$ cat config.mk
export PLATFORM = sky130hd
export DESIGN_NAME = bac_top
export DESIGN_NICKNAME = d
export VERILOG_FILES = /design/src/rtl/bac_pkg.sv /design/src/rtl/bac_ram.sv /design/src/rtl/bac_addsub.sv /design/src/rtl/bac_seq.sv /design/src/rtl/bac_datapath.sv /design/src/rtl/bac_top.sv
export SDC_FILE = /design/constraint.sdc
export NUM_CORES = 1
export LEC_CHECK = 0
export ABC_CLOCK_PERIOD_IN_PS = 9600
export BUFFER_PORTS_ARGS = -buffer_cell sky130_fd_sc_hd__buf_2
export CAP_MARGIN = 20
export CORE_ASPECT_RATIO = 1.2
export CORE_MARGIN = 1.5
export CORE_UTILIZATION = 30
export CTS_BUF_LIST = sky130_fd_sc_hd__clkbuf_8 sky130_fd_sc_hd__clkbuf_16
export CTS_CLUSTER_DIAMETER = 100
export DETAILED_ROUTE_END_ITERATION = 6
export PLACE_DENSITY = 0.43
export SYNTH_ARGS = -nofsm -noshare
export SYNTH_HDL_FRONTEND = slang
export SYNTH_SLANG_ARGS = --single-unit
$ cat constraint.sdc
create_clock -name clk -period 9.6 [get_ports clk]
set_clock_uncertainty 0.05 [all_clocks]
set_input_delay 0 -clock clk [delete_from_list [all_inputs] [get_ports clk]]
set_output_delay 0 -clock clk [all_outputs]
set_load 0.01 [all_outputs]
$ cat src/rtl/bac_pkg.sv
package bac_pkg;

   localparam int OPC_W = 4;

   localparam logic [OPC_W-1:0] OP_LDA = 4'h0;
   localparam logic [OPC_W-1:0] OP_ADD = 4'h1;
   localparam logic [OPC_W-1:0] OP_SUB = 4'h2;
   localparam logic [OPC_W-1:0] OP_OUT = 4'hE;
   localparam logic [OPC_W-1:0] OP_HLT = 4'hF;

   // Twelve control lines; names ending in _n are active low.
   typedef struct packed {
      logic pc_inc;
      logic pc_drive;
      logic mar_load_n;
      logic ram_drive_n;
      logic ir_load_n;
      logic ir_drive_n;
      logic acc_load_n;
      logic acc_drive;
      logic sub;
      logic alu_drive;
      logic b_load_n;
      logic out_load_n;
   } cw_t;

   localparam cw_t CW_IDLE = '{
      pc_inc: 1'b0, pc_drive: 1'b0, mar_load_n: 1'b1, ram_drive_n: 1'b1,
      ir_load_n: 1'b1, ir_drive_n: 1'b1, acc_load_n: 1'b1, acc_drive: 1'b0,
      sub: 1'b0, alu_drive: 1'b0, b_load_n: 1'b1, out_load_n: 1'b1};

endpackage

$ cat src/rtl/bac_ram.sv
module bac_ram #(
   parameter int ADDR_W = 4,
   parameter int DATA_W = 8
) (
   input  logic              clk,
   input  logic              we,
   input  logic [ADDR_W-1:0] waddr,
   input  logic [DATA_W-1:0] wdata,
   input  logic [ADDR_W-1:0] raddr,
   output logic [DATA_W-1:0] rdata
);
   localparam int DEPTH = 1 << ADDR_W;

   logic [DATA_W-1:0] mem [DEPTH];

   always_ff @(posedge clk) begin
      if (we) mem[waddr] <= wdata;
   end

   assign rdata = mem[raddr];
endmodule

$ cat src/rtl/bac_addsub.sv
module bac_addsub #(
   parameter int DATA_W = 8,
   parameter int STYLE  = 0   // 0: inverted operand plus carry-in, 1: separate add and subtract
) (
   input  logic [DATA_W-1:0] a,
   input  logic [DATA_W-1:0] b,
   input  logic              sub,
   output logic [DATA_W-1:0] y
);
   if (STYLE != 0 && STYLE != 1) begin : g_bad_style
      $error("bac_addsub: STYLE must be 0 or 1");
   end

   if (STYLE == 0) begin : g_inv
      assign y = a + (b ^ {DATA_W{sub}}) + {{(DATA_W-1){1'b0}}, sub};
   end else begin : g_split
      assign y = sub ? (a - b) : (a + b);
   end
endmodule

$ cat src/rtl/bac_seq.sv
module bac_seq
   import bac_pkg::*;
(
   input  logic             clk,
   input  logic             clr_n,
   input  logic [OPC_W-1:0] opcode,
   output cw_t              cw,
   output logic             halted
);
   localparam int T_N = 6;

   logic [T_N-1:0] t;
   logic           mem_op;

   assign mem_op = (opcode == OP_LDA) || (opcode == OP_ADD) || (opcode == OP_SUB);

   always_ff @(posedge clk or negedge clr_n) begin
      if (!clr_n) begin
         t      <= {{(T_N-1){1'b0}}, 1'b1};
         halted <= 1'b0;
      end else if (!halted) begin
         t <= {t[T_N-2:0], t[T_N-1]};
         if (t[3] && opcode == OP_HLT) halted <= 1'b1;
      end
   end

   always_comb begin
      cw = CW_IDLE;
      if (!halted) begin
         if (t[0]) begin
            cw.pc_drive   = 1'b1;
            cw.mar_load_n = 1'b0;
         end else if (t[1]) begin
            cw.pc_inc = 1'b1;
         end else if (t[2]) begin
            cw.ram_drive_n = 1'b0;
            cw.ir_load_n   = 1'b0;
         end else if (t[3]) begin
            if (mem_op) begin
               cw.ir_drive_n = 1'b0;
               cw.mar_load_n = 1'b0;
            end else if (opcode == OP_OUT) begin
               cw.acc_drive  = 1'b1;
               cw.out_load_n = 1'b0;
            end
         end else if (t[4]) begin
            if (opcode == OP_LDA) begin
               cw.ram_drive_n = 1'b0;
               cw.acc_load_n  = 1'b0;
            end else if (opcode == OP_ADD || opcode == OP_SUB) begin
               cw.ram_drive_n = 1'b0;
               cw.b_load_n    = 1'b0;
            end
         end else if (t[5]) begin
            if (opcode == OP_ADD || opcode == OP_SUB) begin
               cw.alu_drive  = 1'b1;
               cw.acc_load_n = 1'b0;
               cw.sub        = (opcode == OP_SUB);
            end
         end
      end
   end

   // the step ring always holds exactly one active step
   a_r3_ring_onehot: assert property (@(posedge clk) disable iff (!clr_n)
      $onehot(t));

   // once halted, the machine stays halted and the step ring freezes
   a_r7_halt_sticky: assert property (@(posedge clk) disable iff (!clr_n)
      halted |=> (halted && $stable(t)));
endmodule

$ cat src/rtl/bac_datapath.sv
module bac_datapath
   import bac_pkg::*;
#(
   parameter int ADDR_W    = 4,
   parameter int DATA_W    = 8,
   parameter bit BUS_OR    = 1'b1,
   parameter int ADD_STYLE = 0
) (
   input  logic              clk,
   input  logic              clr_n,
   input  cw_t               cw,
   input  logic              prog_we,
   input  logic [ADDR_W-1:0] prog_addr,
   input  logic [DATA_W-1:0] prog_data,
   output logic [OPC_W-1:0]  opcode,
   output logic [DATA_W-1:0] out_q
);
   localparam int N_SRC = 5;
   localparam int S_PC  = 0;
   localparam int S_RAM = 1;
   localparam int S_IR  = 2;
   localparam int S_ACC = 3;
   localparam int S_ALU = 4;
   localparam int PAD_W = DATA_W - ADDR_W;

   logic [ADDR_W-1:0] pc, mar;
   logic [DATA_W-1:0] ir, acc, breg, ram_rd, alu_y, bus;
   logic [N_SRC-1:0]  drv_en;
   logic [DATA_W-1:0] drv_val [N_SRC];

   bac_ram #(.ADDR_W(ADDR_W), .DATA_W(DATA_W)) u_ram (
      .clk  (clk),
      .we   (prog_we),
      .waddr(prog_addr),
      .wdata(prog_data),
      .raddr(mar),
      .rdata(ram_rd)
   );

   bac_addsub #(.DATA_W(DATA_W), .STYLE(ADD_STYLE)) u_alu (
      .a  (acc),
      .b  (breg),
      .sub(cw.sub),
      .y  (alu_y)
   );

   // Bus sources
   assign drv_en[S_PC]  = cw.pc_drive;
   assign drv_en[S_RAM] = !cw.ram_drive_n;
   assign drv_en[S_IR]  = !cw.ir_drive_n;
   assign drv_en[S_ACC] = cw.acc_drive;
   assign drv_en[S_ALU] = cw.alu_drive;

   assign drv_val[S_PC]  = {{PAD_W{1'b0}}, pc};
   assign drv_val[S_RAM] = ram_rd;
   assign drv_val[S_IR]  = {{PAD_W{1'b0}}, ir[ADDR_W-1:0]};
   assign drv_val[S_ACC] = acc;
   assign drv_val[S_ALU] = alu_y;

   // An undriven bus reads as zero in both variants
   if (BUS_OR) begin : g_bus_or
      always_comb begin
         bus = '0;
         for (int i = 0; i < N_SRC; i++) bus |= drv_val[i] & {DATA_W{drv_en[i]}};
      end
   end else begin : g_bus_pri
      always_comb begin
         bus = '0;
         for (int i = N_SRC - 1; i >= 0; i--) if (drv_en[i]) bus = drv_val[i];
      end
   end

   always_ff @(posedge clk or negedge clr_n) begin
      if (!clr_n) begin
         pc    <= '0;
         mar   <= '0;
         ir    <= '0;
         acc   <= '0;
         breg  <= '0;
         out_q <= '0;
      end else begin
         if (cw.pc_inc)                      pc    <= pc + 1'b1;
         if (!cw.mar_load_n)                 mar   <= bus[ADDR_W-1:0];
         if (!cw.ir_load_n)                  ir    <= bus;
         if (!cw.acc_load_n)                 acc   <= bus;
         if (!cw.b_load_n)                   breg  <= bus;
         if (cw.acc_drive && !cw.out_load_n) out_q <= bus;
      end
   end

   assign opcode = ir[DATA_W-1:ADDR_W];

   // never more than one source on the bus
   a_r1_one_driver: assert property (@(posedge clk) disable iff (!clr_n)
      $onehot0(drv_en));

   // program counter steps by one when told to
   a_r3_pc_step: assert property (@(posedge clk) disable iff (!clr_n)
      cw.pc_inc |=> (pc == $past(pc) + 1'b1));

   // B register captures the bus word
   a_r5_b_load: assert property (@(posedge clk) disable iff (!clr_n)
      !cw.b_load_n |=> (breg == $past(bus)));

   // output register takes the accumulator word
   a_r6_out_load: assert property (@(posedge clk) disable iff (!clr_n)
      (cw.acc_drive && !cw.out_load_n) |=> (out_q == $past(acc)));

   // output register holds otherwise
   a_r6_out_hold: assert property (@(posedge clk) disable iff (!clr_n)
      !(cw.acc_drive && !cw.out_load_n) |=> $stable(out_q));
endmodule

$ cat src/rtl/bac_top.sv
module bac_top
   import bac_pkg::*;
#(
   parameter int ADDR_W    = 4,
   parameter int DATA_W    = 8,
   parameter bit BUS_OR    = 1'b1,
   parameter int ADD_STYLE = 0
) (
   input  logic              clk,
   input  logic              clr_n,
   input  logic              prog_we,
   input  logic [ADDR_W-1:0] prog_addr,
   input  logic [DATA_W-1:0] prog_data,
   output logic [DATA_W-1:0] out_port,
   output logic              halted
);
   if (DATA_W != ADDR_W + OPC_W) begin : g_bad_width
      $error("bac_top: DATA_W must equal ADDR_W plus the opcode width");
   end
   if (ADDR_W < 1) begin : g_bad_addr
      $error("bac_top: ADDR_W must be at least 1");
   end

   cw_t              cw;
   logic [OPC_W-1:0] opcode;

   bac_seq u_seq (
      .clk   (clk),
      .clr_n (clr_n),
      .opcode(opcode),
      .cw    (cw),
      .halted(halted)
   );

   bac_datapath #(
      .ADDR_W   (ADDR_W),
      .DATA_W   (DATA_W),
      .BUS_OR   (BUS_OR),
      .ADD_STYLE(ADD_STYLE)
   ) u_dp (
      .clk      (clk),
      .clr_n    (clr_n),
      .cw       (cw),
      .prog_we  (prog_we),
      .prog_addr(prog_addr),
      .prog_data(prog_data),
      .opcode   (opcode),
      .out_q    (out_port)
   );
endmodule

Word-level counts from Yosys, hierarchy flattened
Memories as Yosys holds them, arrays and structs flattened.
Cells that the tools add are included.
Word-level totals
  register bits: 47
  bits in writable memories: 128
  input bits: 15
  output and inout bits: 9
  word-level logic and storage cells: 72
  memories kept: 1
Memories
  u_dp.u_ram.mem: words 16, width 8, read ports 1, clocked after memory_dff 0, write ports 1, RTL line bac_ram.sv:14  | logic [DATA_W-1:0] mem [DEPTH];
Cells by class
  add/subtract/negate cells: 3
  equality and inequality tests: 4
  mux-type cells: 37
  bitwise gates (word level): 10
  reduce and logical (&&, ||, !) cells: 9
Operator list (count)
  OR 8 bit: 4
  two-way mux 1 bit: 29
  bitwise AND 8 bit: 3
  bitwise AND 4 x 8 -> 8 bit: 2
  two-way mux 12 bit: 1
  two-way mux 10 bit: 1
  two-way mux 9 bit: 1
  adder 8 x 1 -> 8 bit: 1
  adder 8 bit: 1
  == test 4 bit, second input constant: 2
  bitwise XOR 8 bit: 1
  two-way mux 7 bit: 1
  two-way mux 2 bit: 3
  adder 4 x 1 -> 4 bit, second input constant: 1
  == test 4 x 1 -> 1 bit, second input constant: 1
  == test 4 x 2 -> 1 bit, second input constant: 1
  logical NOT 4 bit: 1
  logical NOT 1 bit: 3
  logical OR 1 bit: 3
  two-way mux 3 bit: 1
  logical AND 1 bit: 2

Longest topological paths before layout
  word-level depth: 16
  mapped depth: 11
  mapped depth without buffers: 10

Modules after synthesis
From an unflattened synthesis, not the netlist that was laid out.
Second synthesis, totals
  cell total of the unflattened synthesis: 461
  area, all modules: 7599.8 um2
Modules (own cells, without submodules)
  bac_ram: instances 1, cells an instance 221, area an instance 4987.3 um2, sequential area each 3843.7 um2
  bac_datapath: instances 1, cells an instance 153, area an instance 1774.2 um2, sequential area each 1001.0 um2
  bac_seq: instances 1, cells an instance 40, area an instance 444.2 um2, sequential area each 176.4 um2
  bac_addsub: instances 1, cells an instance 47, area an instance 394.1 um2, sequential area each 0.0 um2

Worst setup path before layout
Ideal clock, no wire load.
  path kind: register -> register
  start point: reg u_seq.t[2]
  end point: reg u_dp.acc[5]
  library setup time: 125 ps
  arrival time: 3099 ps
  required time: 9425 ps
  setup slack: 6326 ps
  stages on the path, launching flop included: 12
  path buffers: 1
  period minus slack after synthesis: 3274 ps
  path through: dfrtp_1 clkbuf_1 nor4_2 nand4_1 xnor2_1 ha_1 nor4bb_1 nand4_1 a32o_1 xnor2_1 a22o_1 mux2_2
On the way
  cells in the longest elaborated chain, start to end: 10
  elaborated cells between the ends (all ways): 18
  classes of those cells: add/sub (2); mux (5); bitwise (9); reduce/logical (2)
RTL lines
  start: declaration: RTL line bac_seq.sv:12  | logic [T_N-1:0] t;
  start signal: assignment: RTL line bac_seq.sv:19  | t <= {{(T_N-1){1'b0}}, 1'b1};
  start signal: assignment: RTL line bac_seq.sv:22  | t <= {t[T_N-2:0], t[T_N-1]};
  two-way mux 1 bit: RTL line bac_seq.sv:35  | end else if (t[2]) begin
  two-way mux 10 bit (*): RTL line bac_seq.sv:33  | end else if (t[1]) begin
  two-way mux 9 bit (*): RTL line bac_seq.sv:30  | if (t[0]) begin
  two-way mux 12 bit (*): RTL line bac_seq.sv:29  | if (!halted) begin
  branches (longest 6 deep; another with adder 8 bit)
  end signal: assignment: RTL line bac_datapath.sv:85  | if (!cw.acc_load_n) acc <= bus;
  end: declaration: RTL line bac_datapath.sv:27  | logic [DATA_W-1:0] ir, acc, breg, ram_rd, alu_y, bus;
Mark *: on every way between the ends.
A chain may end at the register's enable or synchronous reset.

Worst setup path after layout
  start point: reg u_seq.halted
  end point: reg u_dp.acc[5]
On the way
  cells in the longest elaborated chain, start to end: 7
  elaborated cells between the ends (all ways): 15
  classes of those cells: add/sub (2); mux (1); bitwise (10); reduce/logical (2)
RTL lines
  start: declaration: RTL line bac_seq.sv:8  | output logic halted
  start signal: assignment: RTL line bac_seq.sv:20  | halted <= 1'b0;
  start signal: assignment: RTL line bac_seq.sv:23  | if (t[3] && opcode == OP_HLT) halted <= 1'b1;
  two-way mux 12 bit (*): RTL line bac_seq.sv:29
  branches (longest 6 deep; another with adder 8 bit)
Marked as above.

==> results_dict.tcl <==
set metrics [dict create \
    status "finished clean" \
    io_buffers 23 \
    drive_gt1_frac 0.259 \
    syn_inst 445 \
    ir_worst_vdd_v 0.000107 \
    ys.flop_type "edfxtp_1" \
    pre_cts_slack_ps 5750 \
    setup_tns_ps 0 \
    r2r_start "u_seq.halted" \
    clock_latency_ps 440 \
    routed_wl_um 17100 \
    whs_endpoint "u_dp.u_ram.mem[12][3]" \
    grt_usage 0.143 \
    cp_slowest_stage_delay_ps 570 \
    total_power_mw 1.55 \
    yosysTopAreaCell "edfxtp_1" \
    place_congestion 0.750 \
    die_area_um2 25400 \
    grt_pass1_wl_um 26100 \
    antenna_found_initial 0 \
    p_per_area_nw_per_um2 179 \
    ant_nets 0 \
    fin_crit_sh 0.399 \
    drtPass1Iterations 4 \
    rows 62 \
    period_needed_ps 3830 \
    grt_overflow 0 \
    hold_class "input pin to flip-flop" \
    wl_per_cell_um 20.5 \
    finish.instance_area_um2 8630 \
    rsz0062_at_grt "false" \
    syn-cell-area_um2 7320 \
    antenna_cells 0 \
    slew-limit-headroom 0.294 \
    path_clk_slew_ps 80 \
    reg2reg_depth 10 \
    htree_levels 4 \
    vias 4000 \
    synth.distinct_cells 50 \
    synth_edf_count 128 \
    crit_arrival_ps 4090 \
    viasPerCell 4.80 \
    start_kind "flip-flop" \
    end_kind "flip-flop" \
    root_buffer "clkbuf_16" \
    maxCapViolCount 0 \
    syn_area_per_cell_um2 16.5 \
    cts_buffers 17 \
    grt_start_max_net_pins 48 \
    crit_path_top_delay_cell "nor3b_1" \
    async_flop_share 0.269 \
    area_growth_pct 17.9 \
    core_area_um2 24000 \
    syn_nets 468 \
    die_y_um 174 \
    synth.area.top_cells "edfxtp_1 (52%), dfrtp_1 (16%), mux4_2 (11%)" \
    fin_ws_ps 5770 \
    rr_endpoint "u_dp.acc[5]" \
    cp.required_ps 9860 \
    hold_viol 0 \
    grt_pass1_vias 4186 \
    hold_depth 3 \
    post-cts-setup-buffer-count 0 \
    start_util 0.306 \
    final_common_cell "edfxtp_1" \
    ys_seq_area_frac 0.686 \
    setup_viol 0 \
    cts_buffer_depth 2 \
    worstPathCellList "nor3b_1, nand4_1, xnor2_1, ha_1, nor4bb_1, nand4_1, a32o_1, xnor2_1, a22o_1, mux2_2" \
    hp-start "prog_addr[0]" \
    die_w_um 146 \
    ys_warn_count 0 \
    crit_fanout 15 \
    ys_ff_latch 175 \
    cts_hold_buf 9 \
    leakage_nw 3.15 \
    mostFrequentLayoutCells "edfxtp_1 (128), dfrtp_1 (45), mux4_2 (36)" \
    maxSlewViolCount 0 \
    dpl.hpwl_um 10800 \
    fmax_mhz 261 \
    placed_area_um2 7890 \
    route.detailed.drc 0 \
    critical_path_class "flip-flop to flip-flop" \
    first_iter_violations 268 \
    cts_sinks 175 \
    worstMarginPinSlew_ps 1060 \
    reg2reg_slack_ps 5770 \
    synth_top_area_frac 0.525 \
    hold_ws_ps 93.3 \
    nets 523 \
    tritoncts "built" \
    ioPinCount 24 \
    ctsResizeCount 0 \
]
[metrics by stage]
stage | util | instances
6_report | 0.360 | 833
2_1_floorplan | - | 445
3_3_place_gp | 0.328 | 787
5_1_grt | 0.360 | 833
3_5_place_dp | 0.329 | 789
4_1_cts | 0.358 | 830
[metal layers]
metal  wire length [um]  GRT usage  up-vias
li1                   -          -     1849
met1               7710      0.182     2064
met2               8680      0.246       73
met3                446     0.0244       14
met4                214     0.0489        0
met5                  0          0        -
[cell usage after synthesis, drive strengths merged (2+ instances only)]
cell type and n:
buf 7, mux2i 3, nand3b 3, a22o 4, o31ai 2, nor4 3
edfxtp 128, nor3 6, inv 10, clkbuf 8, a41oi 2, o21ai 14
mux2 17, nor2 26, ha 7, nand2 34, xnor2 14, a21oi 21
dfrtp 46, a31oi 3, xor2 4, or3 2, a222oi 2, a211oi 2
nor2b 3, nand2b 5, nand4 5, a21o 5, and3 4, nor3b 2
mux4 36, nand3 5
[state kept, by name, indices dropped and copies added, names as in the netlist]
register        cells
u_dp.acc            8
u_dp.breg           8
u_dp.ir             8
u_dp.mar            4
u_dp.out_q          8
u_dp.pc             4
u_dp.u_ram.mem    128
u_seq.halted        1
u_seq.t             6
[final cells by class]
type / instances / area [um^2]
Timing Repair Buffer: 51 / 370
Clock buffer: 17 / 425
Clock inverter: 15 / 185
Tap cell: 320 / 400
Fill cell: 2282 / 15300
Sequential cell: 175 / 5020
Multi-Input combinational cell: 245 / 2190
Inverter: 10 / 37.5
[power by group]
part	total [mW]	switching, mW	internal [mW]	leakage [nW]
clock	0.688	0.334	0.354	0.293
combinational	0.0328	0.0214	0.0115	1.05
sequential	0.826	0.00227	0.824	1.81
total	1.55	0.357	1.19	3.15
[worst max-delay path: cells and delay by family (launching register included)]
| kind | cells | cell delay, ps |
|---|---|---|
| AO/OA/AOI/OAI | 2 | 600 |
| adder cells (fa/ha/maj) | 1 | 320 |
| flip-flops | 1 | 540 |
| multiplexers | 1 | 260 |
| XOR/XNOR | 2 | 430 |
| AND/OR/NAND/NOR | 4 | 1510 |
[how the worst max path moves through the flow]
stage                       startpoint  cells past startpoint      endpoint
after CTS                 u_seq.halted                     10   u_dp.acc[5]
after detailed placement  u_seq.halted                     10  u_dp.breg[5]
after global placement    u_seq.halted                     10   u_dp.acc[5]
after floorplan             u_seq.t[2]                     11   u_dp.acc[5]
after global routing      u_seq.halted                     10   u_dp.acc[5]
final                     u_seq.halted                     10   u_dp.acc[5]
[kinds of logic after synthesis]
logic type / Yosys count / synth area share
mux: 56 / 0.141
fa+ha+maj: 8 / 0.0147
buf+inv: 25 / 0.0152
compound gates: 62 / 0.0536
flops: 175 / 0.686
simple gates: 101 / 0.0683
xor+xnor: 18 / 0.0215
Power figures use the tool's default switching activity.
